**config.mk**
```make
export PLATFORM = sky130hd
export DESIGN_NAME = clkdiv_seq
export DESIGN_NICKNAME = d
export VERILOG_FILES = /design/src/rtl/clkdiv_pkg.sv /design/src/rtl/clkdiv_codemap.sv /design/src/rtl/clkdiv_legplan.sv /design/src/rtl/clkdiv_timer.sv /design/src/rtl/clkdiv_seq.sv
export SDC_FILE = /design/constraint.sdc
export NUM_CORES = 1
export LEC_CHECK = 0
export BUFFER_PORTS_ARGS = -buffer_cell sky130_fd_sc_hd__buf_2
export CORE_ASPECT_RATIO = 0.9
export CORE_MARGIN = 10
export CORE_UTILIZATION = 40
export CTS_CLUSTER_DIAMETER = 60
export DETAILED_ROUTE_END_ITERATION = 10
export PLACE_DENSITY_LB_ADDON = 0.05
export SYNTH_ARGS = -nofsm -noshare
export SYNTH_HDL_FRONTEND = slang
export SYNTH_SLANG_ARGS = --single-unit
```
**constraint.sdc**
```tcl
create_clock -name clk -period 8.7 [get_ports clk]
set_input_delay 0.87 -clock clk [delete_from_list [all_inputs] [get_ports clk]]
set_output_delay 0.87 -clock clk [all_outputs]
set_load 0.01 [all_outputs]
```
**src/rtl/clkdiv_pkg.sv**
```systemverilog
package clkdiv_pkg;
  localparam int IDX_W   = 3;
  localparam int NUM_DIV = 5;

  typedef enum logic [2:0] {
    MODE_D1 = 3'b000,
    MODE_D2 = 3'b001,
    MODE_D6 = 3'b010,
    MODE_D4 = 3'b011,
    MODE_D8 = 3'b100
  } mode_e;

  typedef enum logic [2:0] {
    OP_NONE,
    OP_DIV,
    OP_REFR,
    OP_SREF_ON,
    OP_SREF_OFF
  } op_e;

  function automatic int div_of(input int idx);
    case (idx)
      0: return 1;
      1: return 2;
      2: return 4;
      3: return 6;
      4: return 8;
      default: return 1;
    endcase
  endfunction

  function automatic logic [2:0] mode_of(input int idx);
    case (idx)
      0: return MODE_D1;
      1: return MODE_D2;
      2: return MODE_D4;
      3: return MODE_D6;
      4: return MODE_D8;
      default: return MODE_D1;
    endcase
  endfunction

  // refresh interval 7800 ns, 64 clocks per count unit
  function automatic int refr_calc(input int base_mhz, input int idx);
    return (base_mhz * 7800) / (64000 * div_of(idx));
  endfunction
endpackage

```
**src/rtl/clkdiv_codemap.sv**
```systemverilog
module clkdiv_codemap
  import clkdiv_pkg::*;
#(
  parameter int BASE_MHZ = 500,
  parameter int CNT_W    = 7
) (
  input  logic [IDX_W-1:0] idx,
  output logic             legal,
  output logic [2:0]       mode,
  output logic [CNT_W-1:0] cnt,
  output logic [3:0]       dval
);
  logic [CNT_W-1:0] rc_tab [NUM_DIV];
  logic [2:0]       md_tab [NUM_DIV];
  logic [3:0]       dv_tab [NUM_DIV];

  for (genvar gi = 0; gi < NUM_DIV; gi++) begin : g_tab
    localparam int RC = refr_calc(BASE_MHZ, gi);
    localparam int DV = div_of(gi);
    assign rc_tab[gi] = CNT_W'(RC);
    assign md_tab[gi] = mode_of(gi);
    assign dv_tab[gi] = 4'(DV);
  end

  always_comb begin
    legal = 1'b1;
    mode  = md_tab[0];
    cnt   = rc_tab[0];
    dval  = dv_tab[0];
    case (idx)
      3'd0: begin mode = md_tab[0]; cnt = rc_tab[0]; dval = dv_tab[0]; end
      3'd1: begin mode = md_tab[1]; cnt = rc_tab[1]; dval = dv_tab[1]; end
      3'd2: begin mode = md_tab[2]; cnt = rc_tab[2]; dval = dv_tab[2]; end
      3'd3: begin mode = md_tab[3]; cnt = rc_tab[3]; dval = dv_tab[3]; end
      3'd4: begin mode = md_tab[4]; cnt = rc_tab[4]; dval = dv_tab[4]; end
      default: legal = 1'b0;
    endcase
  end
endmodule

```
**src/rtl/clkdiv_legplan.sv**
```systemverilog
module clkdiv_legplan
  import clkdiv_pkg::*;
(
  input  logic [IDX_W-1:0] src,
  input  logic [IDX_W-1:0] dst,
  input  logic [1:0]       step,
  output op_e              op,
  output logic [1:0]       nops
);
  always_comb begin
    if (src == 3'd1 && dst == 3'd0) begin
      // speeding into divide-1: leave self-refresh first
      nops = 2'd3;
      case (step)
        2'd0:    op = OP_SREF_OFF;
        2'd1:    op = OP_DIV;
        default: op = OP_REFR;
      endcase
    end else if (src == 3'd0 && dst == 3'd1) begin
      // slowing out of divide-1: refresh first, self-refresh last
      nops = 2'd3;
      case (step)
        2'd0:    op = OP_REFR;
        2'd1:    op = OP_DIV;
        default: op = OP_SREF_ON;
      endcase
    end else if (dst > src) begin
      nops = 2'd2;
      op   = (step == 2'd0) ? OP_REFR : OP_DIV;
    end else begin
      nops = 2'd2;
      op   = (step == 2'd0) ? OP_DIV : OP_REFR;
    end
  end
endmodule

```
**src/rtl/clkdiv_timer.sv**
```systemverilog
module clkdiv_timer #(
  parameter int W = 18
) (
  input  logic         clk,
  input  logic         rst_n,
  input  logic         load,
  input  logic [W-1:0] load_val,
  output logic         last
);
  logic [W-1:0] cnt;

  always_ff @(posedge clk or negedge rst_n) begin
    if (!rst_n)            cnt <= '0;
    else if (load)         cnt <= load_val;
    else if (cnt != '0)    cnt <= cnt - 1'b1;
  end

  assign last = (cnt == W'(1));
endmodule

```
**src/rtl/clkdiv_seq.sv**
```systemverilog
module clkdiv_seq
  import clkdiv_pkg::*;
#(
  parameter int BASE_MHZ    = 500,
  parameter int CNT_W       = 7,
  parameter int LOCK_CYCLES = 16
) (
  input  logic             clk,
  input  logic             rst_n,
  input  logic             req_valid,
  input  logic [IDX_W-1:0] req_idx,
  output logic             req_ready,
  output logic             done,
  output logic             err,
  output logic [2:0]       div_mode,
  output logic [CNT_W-1:0] refr_cnt,
  output logic             sref_en
);
  localparam int TMR_W = CNT_W + 11;

  typedef enum logic [1:0] {ST_IDLE, ST_EXEC, ST_WAIT} st_e;

  st_e              state;
  logic [IDX_W-1:0] cur_idx, leg_src, leg_dst, tgt_idx;
  logic [1:0]       step;

  logic             req_legal;
  logic [2:0]       req_mode_unused;
  logic [CNT_W-1:0] req_cnt_unused;
  logic [3:0]       req_dval_unused;
  logic             dst_legal_unused, src_legal_unused;
  logic [2:0]       dst_mode, src_mode_unused;
  logic [CNT_W-1:0] dst_cnt, src_cnt_unused;
  logic [3:0]       dst_dval_unused, src_dval;

  op_e              op;
  logic [1:0]       nops;
  logic [TMR_W-1:0] wait_len, drain_len;
  logic             tmr_last, tmr_load, adv, step_last, two_leg;

  clkdiv_codemap #(.BASE_MHZ(BASE_MHZ), .CNT_W(CNT_W)) u_map_req (
    .idx(req_idx), .legal(req_legal), .mode(req_mode_unused),
    .cnt(req_cnt_unused), .dval(req_dval_unused));

  clkdiv_codemap #(.BASE_MHZ(BASE_MHZ), .CNT_W(CNT_W)) u_map_dst (
    .idx(leg_dst), .legal(dst_legal_unused), .mode(dst_mode),
    .cnt(dst_cnt), .dval(dst_dval_unused));

  clkdiv_codemap #(.BASE_MHZ(BASE_MHZ), .CNT_W(CNT_W)) u_map_src (
    .idx(leg_src), .legal(src_legal_unused), .mode(src_mode_unused),
    .cnt(src_cnt_unused), .dval(src_dval));

  clkdiv_legplan u_plan (
    .src(leg_src), .dst(leg_dst), .step(step), .op(op), .nops(nops));

  clkdiv_timer #(.W(TMR_W)) u_tmr (
    .clk(clk), .rst_n(rst_n), .load(tmr_load), .load_val(wait_len),
    .last(tmr_last));

  // both counts must run out at the old clock rate
  assign drain_len = ((TMR_W'(refr_cnt) + TMR_W'(dst_cnt)) * TMR_W'(src_dval)) << 6;

  always_comb begin
    case (op)
      OP_DIV:  wait_len = TMR_W'(LOCK_CYCLES);
      OP_REFR: wait_len = (leg_dst > leg_src && !sref_en) ? drain_len : '0;
      default: wait_len = '0;
    endcase
  end

  assign tmr_load  = (state == ST_EXEC) && (wait_len != '0);
  assign adv       = ((state == ST_EXEC) && (wait_len == '0)) ||
                     ((state == ST_WAIT) && tmr_last);
  assign step_last = (step == nops - 2'd1);
  assign two_leg   = (cur_idx == 3'd0 && req_idx > 3'd1) ||
                     (cur_idx > 3'd1 && req_idx == 3'd0);
  assign req_ready = (state == ST_IDLE);

  always_ff @(posedge clk or negedge rst_n) begin
    if (!rst_n) begin
      state    <= ST_IDLE;
      cur_idx  <= '0;
      leg_src  <= '0;
      leg_dst  <= '0;
      tgt_idx  <= '0;
      step     <= '0;
      done     <= 1'b0;
      err      <= 1'b0;
      div_mode <= MODE_D1;
      refr_cnt <= CNT_W'(refr_calc(BASE_MHZ, 0));
      sref_en  <= 1'b0;
    end else begin
      done <= 1'b0;
      err  <= 1'b0;
      case (state)
        ST_IDLE: begin
          if (req_valid) begin
            if (!req_legal) begin
              err <= 1'b1;
            end else if (req_idx == cur_idx) begin
              done <= 1'b1;
            end else begin
              tgt_idx <= req_idx;
              leg_src <= cur_idx;
              leg_dst <= two_leg ? 3'd1 : req_idx;
              step    <= '0;
              state   <= ST_EXEC;
            end
          end
        end
        ST_EXEC: begin
          case (op)
            OP_DIV: begin
              div_mode <= dst_mode;
              cur_idx  <= leg_dst;
            end
            OP_REFR:     refr_cnt <= dst_cnt;
            OP_SREF_ON:  sref_en  <= 1'b1;
            OP_SREF_OFF: sref_en  <= 1'b0;
            default: ;
          endcase
          if (!adv) state <= ST_WAIT;
        end
        default: ;
      endcase

      if (adv) begin
        if (!step_last) begin
          step  <= step + 2'd1;
          state <= ST_EXEC;
        end else if (leg_dst != tgt_idx) begin
          leg_src <= leg_dst;
          leg_dst <= tgt_idx;
          step    <= '0;
          state   <= ST_EXEC;
        end else begin
          done  <= 1'b1;
          state <= ST_IDLE;
        end
      end
    end
  end

  // ---------------- assertions ----------------
  logic [2:0]       div_seen;
  logic [TMR_W-1:0] lock_age;

  always_ff @(posedge clk or negedge rst_n) begin
    if (!rst_n) begin
      div_seen <= MODE_D1;
      lock_age <= '1;
    end else begin
      div_seen <= div_mode;
      if (div_mode != div_seen)  lock_age <= TMR_W'(1);
      else if (lock_age != '1)   lock_age <= lock_age + 1'b1;
    end
  end

  assert_mode_legal_R1: assert property (@(posedge clk) disable iff (!rst_n)
    div_mode inside {MODE_D1, MODE_D2, MODE_D4, MODE_D6, MODE_D8});

  assert_err_quiet_R1: assert property (@(posedge clk) disable iff (!rst_n)
    err |-> (div_mode == $past(div_mode)));

  assert_done_ready_R3: assert property (@(posedge clk) disable iff (!rst_n)
    done |-> req_ready);

  assert_via_two_R4: assert property (@(posedge clk) disable iff (!rst_n)
    ((div_mode != $past(div_mode)) && (div_mode == MODE_D1 || $past(div_mode) == MODE_D1))
      |-> (div_mode == MODE_D2 || $past(div_mode) == MODE_D2));

  assert_lock_gap_R8: assert property (@(posedge clk) disable iff (!rst_n)
    ((refr_cnt != $past(refr_cnt)) || (sref_en != $past(sref_en)) ||
     (div_mode != $past(div_mode))) |-> (lock_age >= TMR_W'(LOCK_CYCLES)));

  assert_sref_boundary_R12: assert property (@(posedge clk) disable iff (!rst_n)
    (sref_en != $past(sref_en)) |-> (div_mode == MODE_D1 || div_mode == MODE_D2));

  assert_sref_idle_R12: assert property (@(posedge clk) disable iff (!rst_n)
    req_ready |-> (sref_en == (div_mode != MODE_D1)));
endmodule

```
==> metrics.csv <==
stage,metric,value,unit
clock_tree,post-CTS setup buffers,0,
die,core area,9784,µm²
yosys,post-synthesis register bit count,46,
die,Die Wd,126.0,µm
sta,"Slew Viols, Final",0,
sta,final hold viol count,0,
sta,final worst-path cycle share,69.56,%
power,final total power,0.001694,W
sta,Worst Clk Skew,0.009497,ns
global_route,first-pass GRT wire length,15950,µm
critical_path,CP required,8.82,ns
routing,DRC Markers,0,
run,MaxCap Viol Count,0,
power,Max VDD drop,0.1494,mV
global_route,initial antenna violation count,0,
die,full die area,14550,µm²
yosys,Main synth FF type,dfrtp_1,
yosys,Post-Syn Nets,483,
sta,max_slew headroom,36.81,%
clock_tree,cts hold-fix bufs,0,
clock_tree,Root Buffer,clkbuf_16,
clock_tree,CTS tree,built,
yosys,synth warn,0,
critical_path,critical path class,flip-flop to flip-flop,
critical_path,Worst Path Max Fanout,19,
hold_path,end of the worst hold path,div_mode[0],
die,Row Count,34,
clock_tree,clock transition at the registers of the reported paths,0.07,ns
yosys,register area share after synthesis,28.56,%
yosys,Async SR Flop Fraction,100.0,%
critical_path,crit path DAT,6.18,ns
sta,RSZ-0062 raised after global routing,false,
die,Initial Utilization,41.37,%
clock_tree,deepest clock path buffer count,2,
critical_path,Setup crit start kind,flip-flop,
finish,ratio of cells with drive above 1 in the final layout,15.11,%
routing,drt initial violations,171,
placement,Detailed Place HPWL,7264,µm
finish,"Core Util, Final",44.72,%
die,die span in y,115.4,µm
global_route,vias in the first global route,3143,
yosys,mapped cell area,4048,µm²
placement,dpl ws,2.687,ns
yosys,"EDFF count, synth",0,
critical_path,worst r2r path cells,19,
clock_tree,CTS H-tree depth,2,
global_route,grt ovf,0,
power,pwr/cell area,387.2,nW/µm²
routing,Vias/cell,5.427,
sta,final setup violation count,0,
yosys,cell count after synthesis,437,
finish,Fillers,990,
finish,"most common cell after layout, fill and taps aside",nor2_1,
sta,Fmax achieved,0.1652,GHz
sta,final worst slack,2.648,ns
power,static leakage,1.915,nW
hold_path,hold_sp,div_mode[0],
finish,Layout area overhead,8.099,%
finish,Layout Nets,495,
placement,RD Place Congestion,0.8431,
hold_path,Hold Path Stages,1,
clock_tree,total CTS buffers,5,
placement,port buffer count,18,
routing,post-route ant nets,0,
sta,minimum clock period,6.052,ns
critical_path,RR Startpoint,leg_dst[0],
hold_path,Tightest Hold Check Type,flip-flop to flip-flop,
yosys,"Distinct cells, synth",71,
routing,Routed Wire Length,9307,µm
global_route,largest net degree at the start of global routing,47,
clock_tree,CTS-repair resized insts,0,
sta,Slew @ Worst Pin,0.9459,ns
clock_tree,worst-skew pair later-pin latency,0.29,ns
yosys,"Avg Cell Area, Syn",9.262,µm²
finish,antenna cells,0,
critical_path,Worst Setup End Kind,flip-flop,
global_route,gr usage total,13.10,%
clock_tree,CTS sink cnt,46,
finish,most frequent cells in the layout,"56 x nor2_1, 42 x dfrtp_1, 29 x ha_1",
status,outcome,finished clean,
critical_path,Reg2Reg Setup Slack,2.65,ns
routing,vias,3126,
routing,First-pass DRT Iterations,5,
routing,WL per Instance,16.16,µm
sta,setup TNS,0,ns
critical_path,Critical R2R Capture,u_tmr.cnt[16],
die,I/O pin cnt,20,
metrics by stage:
step | std cells | hold WS, ns | cell area, µm²
2_1_floorplan | 437 | 0.4978 | 4048
3_3_place_gp | 568 | 0.4742 | 4213
3_5_place_dp | 568 | 0.4809 | 4213
4_1_cts | 576 | 0.4970 | 4375
5_1_grt | 576 | 0.5407 | 4375
6_report | 576 | 0.4879 | 4375
cell type report:
cell class                      instances  area [µm²]  share of cell area, %
Multi-Input combinational cell        353        2711                  61.97
Sequential cell                        46        1156                  26.42
Tap cell                              126       157.7                  3.603
Clock buffer                            7       132.6                  3.031
Timing Repair Buffer                   19       97.59                  2.230
Inverter                               24       90.09                  2.059
Clock inverter                          1       30.03                 0.6863
registers in the layout (all words and copies together), names as in the netlist:
signal / cells
leg_dst: 3
refr_cnt: 6
cur_idx: 3
sref_en: 1
div_mode: 3
err: 1
tgt_idx: 3
done: 1
leg_src: 3
step: 2
state: 2
u_tmr.cnt: 18
metal layers:
metal  share of wire (%)  track usage, %
met1                  51           18.16
met4                 1.1           3.487
met2                  45           20.29
met3                 3.0           2.694
met5                   0               0
worst max path at each step:
stage / startpoint / endpoint / cells after the start
CTS: leg_dst[0] / u_tmr.cnt[16] / 19
finish: leg_dst[0] / u_tmr.cnt[16] / 19
global placement: leg_dst[0] / u_tmr.cnt[16] / 19
floorplan: leg_dst[1] / leg_dst[0] / 20
detailed placement: leg_dst[0] / u_tmr.cnt[16] / 19
global route: leg_dst[1] / u_tmr.cnt[16] / 19
kinds of logic (layout without fill, tap and decap cells):
family / after synthesis / count (layout) / share of synthesized area (%)
buffers and inverters: 38 / 51 / 4.451
muxes: 31 / 31 / 8.810
AOI/OAI and AO/OA: 75 / 75 / 13.85
xor gates and xnor gates: 33 / 33 / 7.140
DFF: 46 / 46 / 28.56
and+or+nand+nor: 173 / 173 / 22.69
other: 1 / 1 / 0.09265
adders and majority gates: 40 / 40 / 14.40
power breakdown:
group          internal, W  leakage, nW  switching, W  total (W)
clock             0.000136       0.0781     0.0000818   0.000218
sequential        0.000293        0.577      0.000101   0.000394
combinational     0.000443         1.26      0.000639    0.00108
worst max-delay path, stage by stage, from the launching register on:
cell       delay [ns]
dfrtp_1          0.53
nor2_1           0.37
xnor2_1          0.26
ha_1             0.30
a21o_1           0.17
a21oi_1          0.22
o21bai_1         0.09
a21oi_1          0.17
xor2_1           0.28
nor2_1           0.11
fa_1             0.47
fa_1             0.55
ha_1             0.30
nor3_1           0.09
nor3b_1          0.24
a2bb2oi_1        0.29
mux2_2           0.38
a31oi_1          0.18
o21a_1           0.67
o32ai_1          0.22
Yosys cell counts (5+ instances only):
library cell,count,share of area (%)
nor2_1,56,5.2
dfrtp_1,42,26
ha_1,29,9.0
nand2_1,27,2.5
inv_1,24,2.2
xnor2_1,22,4.8
nand3_1,20,2.5
a21oi_1,14,1.7
mux2_2,12,3.3
o21ai_0,12,1.5
fa_1,11,5.4
xor2_1,11,2.4
nor2b_1,10,1.5
mux2i_1,9,2.2
nor3_1,9,1.1
nand2b_1,7,1.1
nor4_1,6,0.93
mux2_1,5,1.4
mux2_4,5,1.9
o21ai_1,5,0.62
Power figures use the tool's default switching activity.
